## src/rtl/cfg_bus_pkg.sv

```systemverilog
package cfg_bus_pkg;
  localparam int AW = 6;
  localparam int DW = 8;
  localparam int HW = 2 + AW;
  localparam int FW = HW + DW;

  localparam logic [FW-1:0] CODE_ENTER = 16'h8D00;
  localparam logic [FW-1:0] CODE_EXIT  = 16'h8D02;
  localparam logic [FW-1:0] CODE_SRST  = 16'hBD01;

  typedef struct packed {
    logic          mark;
    logic          rd;
    logic [AW-1:0] addr;
    logic [DW-1:0] data;
  } frame_t;
endpackage

```

## src/rtl/cfg_bus_sync.sv

```systemverilog
module cfg_bus_sync #(
  parameter int W      = 2,
  parameter int STAGES = 2
) (
  input  logic         clk_i,
  input  logic         rst_ni,
  input  logic [W-1:0] d_i,
  output logic [W-1:0] q_o
);
  logic [W-1:0] q [STAGES];

  always_ff @(posedge clk_i or negedge rst_ni) begin
    if (!rst_ni) begin
      for (int i = 0; i < STAGES; i++) q[i] <= '0;
    end else begin
      q[0] <= d_i;
      for (int i = 1; i < STAGES; i++) q[i] <= q[i-1];
    end
  end

  assign q_o = q[STAGES-1];
endmodule

```

## src/rtl/cfg_bus_framer.sv

```systemverilog
module cfg_bus_framer
  import cfg_bus_pkg::*;
#(
  parameter int PRE_LEN = 32
) (
  input  logic          clk_i,
  input  logic          rst_ni,
  input  logic          sclk_i,
  input  logic          sdat_i,
  input  logic          keep_i,
  output logic          bit_stb_o,
  output logic          hdr_vld_o,
  output logic [HW-2:0] hdr_o,
  output logic          frame_vld_o,
  output frame_t        frame_o
);
  localparam int CW = $clog2(FW);
  localparam int ZW = $clog2(PRE_LEN + 1);

  logic          sclk_q;
  logic          aligned;
  logic [CW-1:0] bit_cnt;
  logic [ZW-1:0] zero_cnt;
  logic [FW-2:0] shreg;

  assign bit_stb_o = sclk_q & ~sclk_i;

  always_ff @(posedge clk_i or negedge rst_ni) begin
    if (!rst_ni) begin
      sclk_q      <= 1'b0;
      aligned     <= 1'b0;
      bit_cnt     <= '0;
      zero_cnt    <= '0;
      shreg       <= '0;
      hdr_vld_o   <= 1'b0;
      hdr_o       <= '0;
      frame_vld_o <= 1'b0;
      frame_o     <= '0;
    end else begin
      sclk_q      <= sclk_i;
      hdr_vld_o   <= 1'b0;
      frame_vld_o <= 1'b0;
      if (bit_stb_o) begin
        if (!aligned) begin
          if (!sdat_i) begin
            if (zero_cnt != ZW'(PRE_LEN)) zero_cnt <= zero_cnt + 1'b1;
          end else begin
            zero_cnt <= '0;
            if (zero_cnt == ZW'(PRE_LEN)) begin
              aligned <= 1'b1;
              bit_cnt <= CW'(1);
              shreg   <= FW'(1);
            end
          end
        end else if (bit_cnt == '0 && !sdat_i) begin
          // marker missing: drop frame, this zero opens a new low run
          aligned  <= 1'b0;
          zero_cnt <= ZW'(1);
        end else begin
          shreg   <= {shreg[FW-3:0], sdat_i};
          bit_cnt <= bit_cnt + 1'b1;
          if (bit_cnt == CW'(HW - 1)) begin
            hdr_vld_o <= 1'b1;
            hdr_o     <= {shreg[HW-3:0], sdat_i};
          end
          if (bit_cnt == CW'(FW - 1)) begin
            frame_vld_o <= 1'b1;
            frame_o     <= {shreg, sdat_i};
            bit_cnt     <= '0;
          end
        end
      end else if (frame_vld_o && !keep_i) begin
        aligned  <= 1'b0;
        zero_cnt <= '0;
      end
    end
  end
endmodule

```

## src/rtl/cfg_bus_cmd.sv

```systemverilog
module cfg_bus_cmd
  import cfg_bus_pkg::*;
(
  input  logic          clk_i,
  input  logic          rst_ni,
  input  logic          bit_stb_i,
  input  logic          hdr_vld_i,
  input  logic [HW-2:0] hdr_i,
  input  logic          frame_vld_i,
  input  frame_t        frame_i,
  input  logic [DW-1:0] rdata_i,
  output logic          keep_o,
  output logic          cfg_mode_o,
  output logic          we_o,
  output logic [AW-1:0] waddr_o,
  output logic [DW-1:0] wdata_o,
  output logic [AW-1:0] raddr_o,
  output logic          dat_o,
  output logic          oe_o,
  output logic          soft_o
);
  logic          magic;
  logic          cfg_d;
  logic          rd_pend;
  logic [DW-1:0] out_sr;

  always_comb begin
    magic = (frame_i == CODE_ENTER) || (frame_i == CODE_EXIT) ||
            (frame_i == CODE_SRST);
    cfg_d = cfg_mode_o;
    if (frame_vld_i) begin
      if (frame_i == CODE_ENTER)                    cfg_d = 1'b1;
      else if (cfg_mode_o && frame_i == CODE_EXIT)  cfg_d = 1'b0;
    end
  end

  assign keep_o = cfg_d;
  assign dat_o  = out_sr[DW-1];

  always_ff @(posedge clk_i or negedge rst_ni) begin
    if (!rst_ni) begin
      cfg_mode_o <= 1'b0;
      we_o       <= 1'b0;
      waddr_o    <= '0;
      wdata_o    <= '0;
      raddr_o    <= '0;
      soft_o     <= 1'b0;
      rd_pend    <= 1'b0;
      out_sr     <= '0;
      oe_o       <= 1'b0;
    end else begin
      cfg_mode_o <= cfg_d;
      we_o       <= 1'b0;
      soft_o     <= 1'b0;
      rd_pend    <= 1'b0;
      if (hdr_vld_i && hdr_i[HW-2] && cfg_mode_o) begin
        raddr_o <= hdr_i[AW-1:0];
        rd_pend <= 1'b1;
      end
      if (rd_pend) begin
        out_sr <= rdata_i;
        oe_o   <= 1'b1;
      end else if (bit_stb_i && oe_o) begin
        out_sr <= {out_sr[DW-2:0], 1'b0};
      end
      if (frame_vld_i) begin
        oe_o   <= 1'b0;
        soft_o <= (frame_i == CODE_SRST);
        if (cfg_mode_o && !frame_i.rd && !magic) begin
          we_o    <= 1'b1;
          waddr_o <= frame_i.addr;
          wdata_o <= frame_i.data;
        end
      end
    end
  end
endmodule

```

## src/rtl/cfg_bus_slave.sv

```systemverilog
module cfg_bus_slave
  import cfg_bus_pkg::*;
#(
  parameter int PRE_LEN     = 32,
  parameter int SYNC_STAGES = 2
) (
  input  logic          clk_i,
  input  logic          rst_ni,
  input  logic          bus_clk_i,
  input  logic          bus_dat_i,
  output logic          bus_dat_o,
  output logic          bus_dat_oe_o,
  output logic          reg_we_o,
  output logic [AW-1:0] reg_waddr_o,
  output logic [DW-1:0] reg_wdata_o,
  output logic [AW-1:0] reg_raddr_o,
  input  logic [DW-1:0] reg_rdata_i,
  output logic          cfg_mode_o,
  output logic          soft_rst_o
);
  logic [1:0]    sync_q;
  logic          bit_stb, hdr_vld, frame_vld, keep;
  logic [HW-2:0] hdr;
  frame_t        frame;

  cfg_bus_sync #(.W(2), .STAGES(SYNC_STAGES)) i_sync (
    .clk_i  (clk_i),
    .rst_ni (rst_ni),
    .d_i    ({bus_clk_i, bus_dat_i}),
    .q_o    (sync_q)
  );

  cfg_bus_framer #(.PRE_LEN(PRE_LEN)) i_framer (
    .clk_i       (clk_i),
    .rst_ni      (rst_ni),
    .sclk_i      (sync_q[1]),
    .sdat_i      (sync_q[0]),
    .keep_i      (keep),
    .bit_stb_o   (bit_stb),
    .hdr_vld_o   (hdr_vld),
    .hdr_o       (hdr),
    .frame_vld_o (frame_vld),
    .frame_o     (frame)
  );

  cfg_bus_cmd i_cmd (
    .clk_i       (clk_i),
    .rst_ni      (rst_ni),
    .bit_stb_i   (bit_stb),
    .hdr_vld_i   (hdr_vld),
    .hdr_i       (hdr),
    .frame_vld_i (frame_vld),
    .frame_i     (frame),
    .rdata_i     (reg_rdata_i),
    .keep_o      (keep),
    .cfg_mode_o  (cfg_mode_o),
    .we_o        (reg_we_o),
    .waddr_o     (reg_waddr_o),
    .wdata_o     (reg_wdata_o),
    .raddr_o     (reg_raddr_o),
    .dat_o       (bus_dat_o),
    .oe_o        (bus_dat_oe_o),
    .soft_o      (soft_rst_o)
  );
endmodule

```

## config.mk

```make
export PLATFORM = sky130hd
export DESIGN_NAME = cfg_bus_slave
export DESIGN_NICKNAME = d
export VERILOG_FILES = /design/src/rtl/cfg_bus_pkg.sv /design/src/rtl/cfg_bus_sync.sv /design/src/rtl/cfg_bus_framer.sv /design/src/rtl/cfg_bus_cmd.sv /design/src/rtl/cfg_bus_slave.sv
export SDC_FILE = /design/constraint.sdc
export NUM_CORES = 1
export LEC_CHECK = 0
export BUFFER_PORTS_ARGS = -buffer_cell sky130_fd_sc_hd__buf_4
export CAP_MARGIN = 20
export CORE_ASPECT_RATIO = 0.75
export CORE_MARGIN = 8
export CORE_UTILIZATION = 50
export DETAILED_ROUTE_END_ITERATION = 8
export PLACE_DENSITY = 0.75
export SYNTH_ARGS = -nofsm -noshare
export SYNTH_HDL_FRONTEND = slang
export SYNTH_SLANG_ARGS = --single-unit
```

## constraint.sdc

```tcl
create_clock -name clk_i -period 5.1 [get_ports clk_i]
set_input_delay 1.02 -clock clk_i [delete_from_list [all_inputs] [get_ports clk_i]]
set_output_delay 1.02 -clock clk_i [all_outputs]
set_load 0.01 [all_outputs]
```

==> metrics.md, run 1 <==
| Metric | Value |
|---|---|
| Worst R2R End | `i_framer.zero_cnt[1]` |
| Root buf cell | `clkbuf_8` |
| Hold EP | `i_sync.q_o[0]` |
| Worst setup path startpoint | `i_framer.bit_cnt[0]` |
| Count of final max-slew check failures | `0` |
| Clk sinks | `89` |
| Total GRT Usage | `0.141` |
| RSZ-0062 raised after global routing | `no` |
| Hpwl dp | `4.66 mm` |
| Std-Cell Rows | `27` |
| Via count | `between 2000 and 2500` |
| Die width | `approximately 120 µm` |
| Mapped Cells | `between 200 and 300` |
| Worst Tran Pin Value | `roughly 1.0 ns` |
| Tightest Hold Check Type | `reg -> reg` |
| Slowest Stage Delay on Critical Path | `0.54 ns` |
| Power Internal | `between 900 and 1000 µW` |
| Hold Fails Final Rpt | `0` |
| TNS Setup | `0 ns` |
| Total of max-cap violations | `0` |
| Vias in the first global route | `approximately 2400` |
| Wirelength per Cell | `15.7 µm` |
| Synthesized Nets | `between 300 and 400` |
| H-tree depth | `3` |
| Clk buf depth | `2` |
| Power Total | `~1200 µW` |
| Critical path launch point type | `flip-flop` |
| Clock Skew | `~0.0087 ns` |
| P&R area growth vs syn | `14.9%` |
| Initial antenna violation count | `0` |
| Grt total ovfl | `0` |
| Area after DPL | `4070 µm²` |
| Main synth FF type | `dfrtp_1` |
| Post-cts hold buffer count | `0` |
| Number of CTS-inserted buffers | `9` |
| Final setup fails | `0` |
| Logic pwr share | `0.029` |
| Die Y | `90.8 µm` |
| DRT Pass-1 Iters | `5` |
| Post-CTS Resized | `0` |
| Ys async rst share | `1.00` |
| Antenna cell count | `0` |
| Rel. slew slack | `0.316` |
| Hold path cells | `0` |
| Place WS | `slightly below 3 ns` |
| Top cell type's share of synthesized area | `0.597` |
| Yosys cell types | `45` |
| Switching power | `between 200 and 300 µW` |
| Fillers | `~640` |
| Critical Path RT | `roughly 5.4 ns` |
| CP Max Fanout | `9` |
| Reg-to-reg startpoint | `i_framer.bit_cnt[0]` |
| Crit. path cell count | `6` |
| Worst vdd ir | `between 0.00015 and 0.0002 V` |
| Sequential fraction of the synthesis area | `0.597` |
| Post-synth top cells | `89 x dfrtp_1, 42 x mux2_2, 17 x nand2_1` |
| Tmin final | `2.21 ns` |
| CP Class | `reg -> reg` |
| Clk pwr share | `0.385` |
| DRC viols | `0` |
| PD cells | `283 nW/µm²` |
| Setup ws final | `2.89 ns` |
| Number of synthesized flops with an enable pin | `0` |
| Post-route ant nets | `0` |
| R2R cell count | `6` |
| Share of cells above drive strength 1 | `0.303` |
| Crit-path most repeated cell | `o21ai_1` |
| Clk slew on worst S/H paths | `approximately 0.08 ns` |
| Hold Startpoint | `i_sync.q[2]` |
| Final Wtd Congestion | `around 0.83` |
| I/O pins | `37` |
| Global-route wire length before repair | `~12 mm` |
| Core Area | `7300 µm²` |
| Post-layout net count | `about 340` |
| Sequential share of power | `0.587` |
| Routed wire length | `about 6.8 mm` |
| Crit path capture type | `flip-flop` |
| Port Buffers | `36` |
| R2R setup slack | `slightly below 3 ns` |
| Cell accounting for the most synthesized area | `dfrtp_1` |
| Postcts setup bufs | `0` |
| Max frequency | `~450 MHz` |
| CTS tree | `built` |
| Drt via density | `between 5 and 6` |
| Pleak | `~0.0021 µW` |
| Largest net degree at the start of global routing | `90` |
| Syn avg cell area | `~13 µm²` |
| Top cells by area, synth | `dfrtp_1 60%, mux2_2 13%, a22o_1 3.3%` |
| Final worst path period share | `0.433` |
| Most common cell in the synthesized netlist | `dfrtp_1` |
| Post-route cell area | `~4300 µm²` |
| CP Cell Sequence | `inv_1, ha_1, nor4b_1, o21ai_1, or4b_1, o21ai_1` |
| CP bufs+invs | `1` |
| Yosys warnings | `0` |
| Critical-path top delay cell | `or4b_1` |
| Critical Path AT | `about 2.5 ns` |
| Clock Latency Late Sink | `about 0.34 ns` |
| Status | `complete, no violations` |
| CP delay by family, top | `simple AND/OR/NAND/NOR gates` |
| Net Sw Frac | `0.208` |
| DR iter-0 viols | `about 180` |
| Cell area after synthesis | `3730 µm²` |
| Total die area | `around 11000 µm²` |
| Yosys reg bits | `around 90` |
| Initial core utilization | `0.511` |
[registers in the layout (all words and copies together), names as in the netlist, 2 cells and up]
signal	count
i_framer.frame_o	16
i_framer.shreg	15
i_cmd.out_sr	8
i_cmd.wdata_o	8
i_framer.hdr_o	7
i_cmd.raddr_o	6
i_cmd.waddr_o	6
i_framer.zero_cnt	6
i_framer.bit_cnt	4
i_sync.q	2
i_sync.q_o	2
[worst max-delay path by stage]
stage / end / slack (ns)
floorplan: i_cmd.waddr_o[3] / 3.10
global placement: i_cmd.wdata_o[2] / 2.92
finish: i_framer.zero_cnt[1] / 2.89
detailed placement: i_framer.aligned / 2.89
global route: i_framer.aligned / 2.62
CTS: i_framer.aligned / 2.87
[per-stage QoR]
step | util | std cells | hold WS (ns)
final | 0.587 | 431 | 0.355
after global routing | 0.587 | 431 | 0.365
after CTS | 0.584 | 430 | 0.355
after detailed placement | 0.557 | 414 | 0.336
after global placement | 0.557 | 414 | 0.337
after floorplan | - | 289 | 0.331
[power by group through the flow]
| stage | logic [µW] | registers (µW) | clock network [µW] |
|---|---|---|---|
| after global placement | 33.1 | 726 | 0 |
| final | 34.9 | 712 | 467 |
| after CTS | 33.3 | 712 | 480 |
| after detailed placement | 33.1 | 726 | 0 |
| after floorplan | 11.9 | 725 | 0 |
| after global routing | 40.4 | 713 | 508 |
[layout make-up]
type                            count  area [µm²]  area share
Sequential cell                    89        2230       0.520
Multi-Input combinational cell    175        1400       0.326
Timing Repair Buffer               37         298      0.0695
Clock buffer                       14         153      0.0356
Tap cell                          101         126      0.0295
Inverter                           13        48.8      0.0114
Clock inverter                      2        37.5     0.00876
[cells in the final DEF, fill, tap and decap left out, types with 2 or more instances in the layout]
master | synthesis | routed
a21o_1 | 2 | 2
a21oi_1 | 5 | 5
a22o_1 | 14 | 14
a31oi_1 | 2 | 2
buf_4 | 0 | 36
clkbuf_1 | 7 | 4
clkbuf_8 | 0 | 10
dfrtp_1 | 89 | 89
ha_1 | 4 | 4
inv_1 | 12 | 12
mux2_2 | 42 | 42
mux2i_1 | 10 | 10
nand2_1 | 17 | 17
nand2b_1 | 2 | 2
nand3_1 | 10 | 10
nand4b_1 | 2 | 2
nor2_1 | 7 | 7
nor2b_1 | 3 | 3
nor3_1 | 4 | 4
nor4b_1 | 2 | 2
o21ai_0 | 16 | 16
o21ai_1 | 5 | 5
o311ai_0 | 2 | 2
or3_1 | 3 | 3
or3b_2 | 2 | 2
or4_4 | 2 | 2
or4b_1 | 2 | 2
[layer usage]
metal | vias up | global-route usage | routed length (µm)
met3 | 6 | 0.0501 | 356
met2 | 45 | 0.192 | 2920
met4 | 0 | 0.0431 | 77
li1 | 1126 | - | -
met5 | - | 0 | 0
met1 | 1202 | 0.203 | 3430
[cells by family (layout without fill, tap and decap cells)]
logic type / after synthesis / count (layout) / synth area share
buf+inv: 25 / 66 / 0.0285
simple gates: 62 / 62 / 0.0993
flops: 89 / 89 / 0.597
compound gates: 56 / 56 / 0.102
fa+ha+maj: 4 / 4 / 0.0134
mux: 53 / 53 / 0.160
Note: power is estimated with default switching activity, not from simulation.
==> run 2, diff against run 1 <==
- PLACE_DENSITY: 0.75 -> 0.78
- clock period: 5.1 -> 1.95 ns (I/O delays scaled with it)
==> run 2 against run 1 <==
Compared with the run above:
- flip-flop and latch count stayed put
- sequential power rose to 2.6 times the previous value
- highest routed layer unchanged
- the flow now finishes with violations (negative setup slack)
- final cell count grew 8.1%
- combinational power grew to 3.1 times the previous value
- global-route usage up 2.2 points
- critical path depth shrank 2
- utilization is 6.1 points higher
- critical endpoint is now i_framer.zero_cnt[4]
- total power grew to 2.6 times the previous value
- clock power rose to 2.5 times the previous value
==> metrics.md, run 2 (same netlist as run 1, synthesis figures left out) <==
| Metric | Value |
|---|---|
| Slowest Stage Delay on Critical Path | `about 0.58 ns` |
| Post-route ant nets | `0` |
| CP Max Fanout | `6` |
| I/O pins | `37` |
| CP Class | `reg -> reg` |
| Setup ws final | `-0.100 ns` |
| Clk slew on worst S/H paths | `0.08 ns` |
| Share of cells above drive strength 1 | `0.386` |
| Critical-path top delay cell | `or4_4` |
| Total GRT Usage | `0.163` |
| Max reg flops | `16` |
| Non-Filler Instances | `~470` |
| Crit path capture type | `flip-flop` |
| Routed wire length | `8.18 mm` |
| Vias in the first global route | `around 2600` |
| Net Sw Frac | `0.215` |
| Initial antenna violation count | `0` |
| Critical path launch point type | `flip-flop` |
| Post-layout net count | `around 380` |
| RSZ-0062 raised after global routing | `yes` |
| Total die area | `approximately 11000 µm²` |
| Die width | `between 100 and 150 µm` |
| Tmin final | `roughly 2 ns` |
| Failing checks | `negative setup slack` |
| DRT Pass-1 Iters | `4` |
| Clk pwr share | `0.376` |
| Rel. slew slack | `0.505` |
| Crit-path most repeated cell | `or4_4` |
| Critical Path RT | `about 2.2 ns` |
| Total of max-cap violations | `0` |
| PD cells | `around 670 nW/µm²` |
| Logic pwr share | `0.035` |
| Status | `complete, but fails checks` |
| Grt total ovfl | `0` |
| CP Cell Sequence | `or4_4, or4_4, mux2i_4, o21ai_1` |
| Wirelength per Cell | `~18 µm` |
| Final worst path period share | `1.05` |
| Global-route wire length before repair | `roughly 13 mm` |
| Switching power | `680 µW` |
| DRC viols | `0` |
| Pleak | `0.00238 µW` |
| Clock Latency Late Sink | `around 0.35 ns` |
| Power Internal | `roughly 2500 µW` |
| Placed cells | `roughly 450` |
| Clk sinks | `89` |
| Core Area | `7300 µm²` |
| Port Buffers | `36` |
| Top Registers | `i_framer.frame_o: 16 flops, i_framer.shreg: 15 flops` |
| Worst vdd ir | `0.000462 V` |
| Via count | `approximately 2600` |
| CTS tree | `built` |
| Drt via density | `5.52` |
| Fillers | `approximately 550` |
| Clock Skew | `0.00686 ns` |
| Critical Path AT | `around 2.3 ns` |
| Most frequent cells in the layout | `89 x dfrtp_1, 66 x buf_4, 28 x mux2_2` |
| Final setup fails | `17` |
| Die Y | `90.8 µm` |
| P&R area growth vs syn | `26.8%` |
| H-tree depth | `3` |
| Hold Fails Final Rpt | `0` |
| Final Wtd Congestion | `approximately 0.81` |
| DR iter-0 viols | `131` |
| Fin Hold WS | `roughly 0.14 ns` |
| Number of CTS-inserted buffers | `9` |
| Tightest Hold Check Type | `in -> reg` |
| Most common cell after layout, fill and taps aside | `dfrtp_1` |
| Std-Cell Rows | `27` |
| Largest net degree at the start of global routing | `39` |
| Sequential share of power | `0.589` |
| Initial core utilization | `0.511` |
| Max frequency | `slightly below 500 MHz` |
| Worst Tran Pin Value | `between 0.7 and 0.8 ns` |
| Root buf cell | `clkbuf_8` |
| Clk buf depth | `2` |
| Count of final max-slew check failures | `0` |
| Reg with most FFs | `i_framer.frame_o` |
| Antenna cell count | `0` |
| Hpwl dp | `roughly 5.5 mm` |
-- run 2: changes by cell type in the layout (fill, tap and decap cells not counted), moves of 2 or more --
cell / delta
nor4b_1: -2
nor3_4: +2
buf_12: +5
mux2_4: +14
buf_4: +30
mux2_2: -14
-- run 2: stage by stage --
stage	worst slack [ns]	instance area, µm²	power [µW]	TNS [ns]	utilization
final	-0.100	4730	3160	-0.899	0.648
after global routing	-0.129	4730	3290	-1.78	0.648
after CTS	-0.0787	4650	3200	-0.459	0.637
after detailed placement	-0.227	4380	2000	-1.77	0.601
after global placement	-0.0249	4380	2000	-0.246	0.601
after floorplan	0.00532	3740	1930	0	-
-- run 2: power groups by stage --
| stage | logic (µW) | clock network, µW | registers, µW |
|---|---|---|---|
| CTS | 111 | 1220 | 1860 |
| finish | 109 | 1190 | 1860 |
| global route | 126 | 1300 | 1860 |
| detailed placement | 107 | 0 | 1900 |
| floorplan | 31.0 | 0 | 1900 |
| global placement | 103 | 0 | 1900 |
-- run 2: final timing paths --
kind | start | end | slack [ns] | depth (start not counted)
max | i_framer.frame_o[3] | i_framer.zero_cnt[4] | -0.10 | 4
min | bus_dat_i | i_sync.q[2] | 0.14 | 1
max reg2reg | i_framer.frame_o[3] | i_framer.zero_cnt[4] | -0.10 | 4
min reg2reg | i_sync.q[3] | i_sync.q_o[1] | 0.36 | 0
max in group asynchronous | rst_ni | i_framer.shreg[3] | 0.94 | 3
min in group asynchronous | rst_ni | i_cmd.wdata_o[4] | 0.48 | 2
-- run 2: area by class of cell --
type | count | area [µm²] | area share
Clock inverter | 3 | 42.5 | 0.00900
Inverter | 13 | 48.8 | 0.0103
Tap cell | 101 | 126 | 0.0267
Multi-Input combinational cell | 175 | 1520 | 0.321
Timing Repair Buffer | 73 | 631 | 0.133
Clock buffer | 12 | 135 | 0.0286
Sequential cell | 89 | 2230 | 0.471
-- run 2: worst max-delay path, delay by kind of cell, from the launching register on --
family	cells	cell delay, ns
multiplexers	1	0.28
flip-flops	1	0.38
AND/OR/NAND/NOR	2	1.15
AO/OA/AOI/OAI	1	0.12
-- run 2: what timing repair did --
item | CTS | global route
resized for setup | 16 | 12
hold buffers | 1 | 0
endpoints found under the setup margin | 39 | 37
gates cloned | 0 | 1
setup buffers | 2 | 0
hold endpoints to repair | 19 | 0
pin swaps | 8 | 7
-- run 2: metal layers --
layer / vias to the layer above / track usage / part of all wire
li1: 1200 / - / -
met1: 1294 / 0.223 / 0.49
met2: 69 / 0.238 / 0.45
met3: 11 / 0.0428 / 0.047
met4: 0 / 0.0646 / 0.013
met5: - / 0 / 0
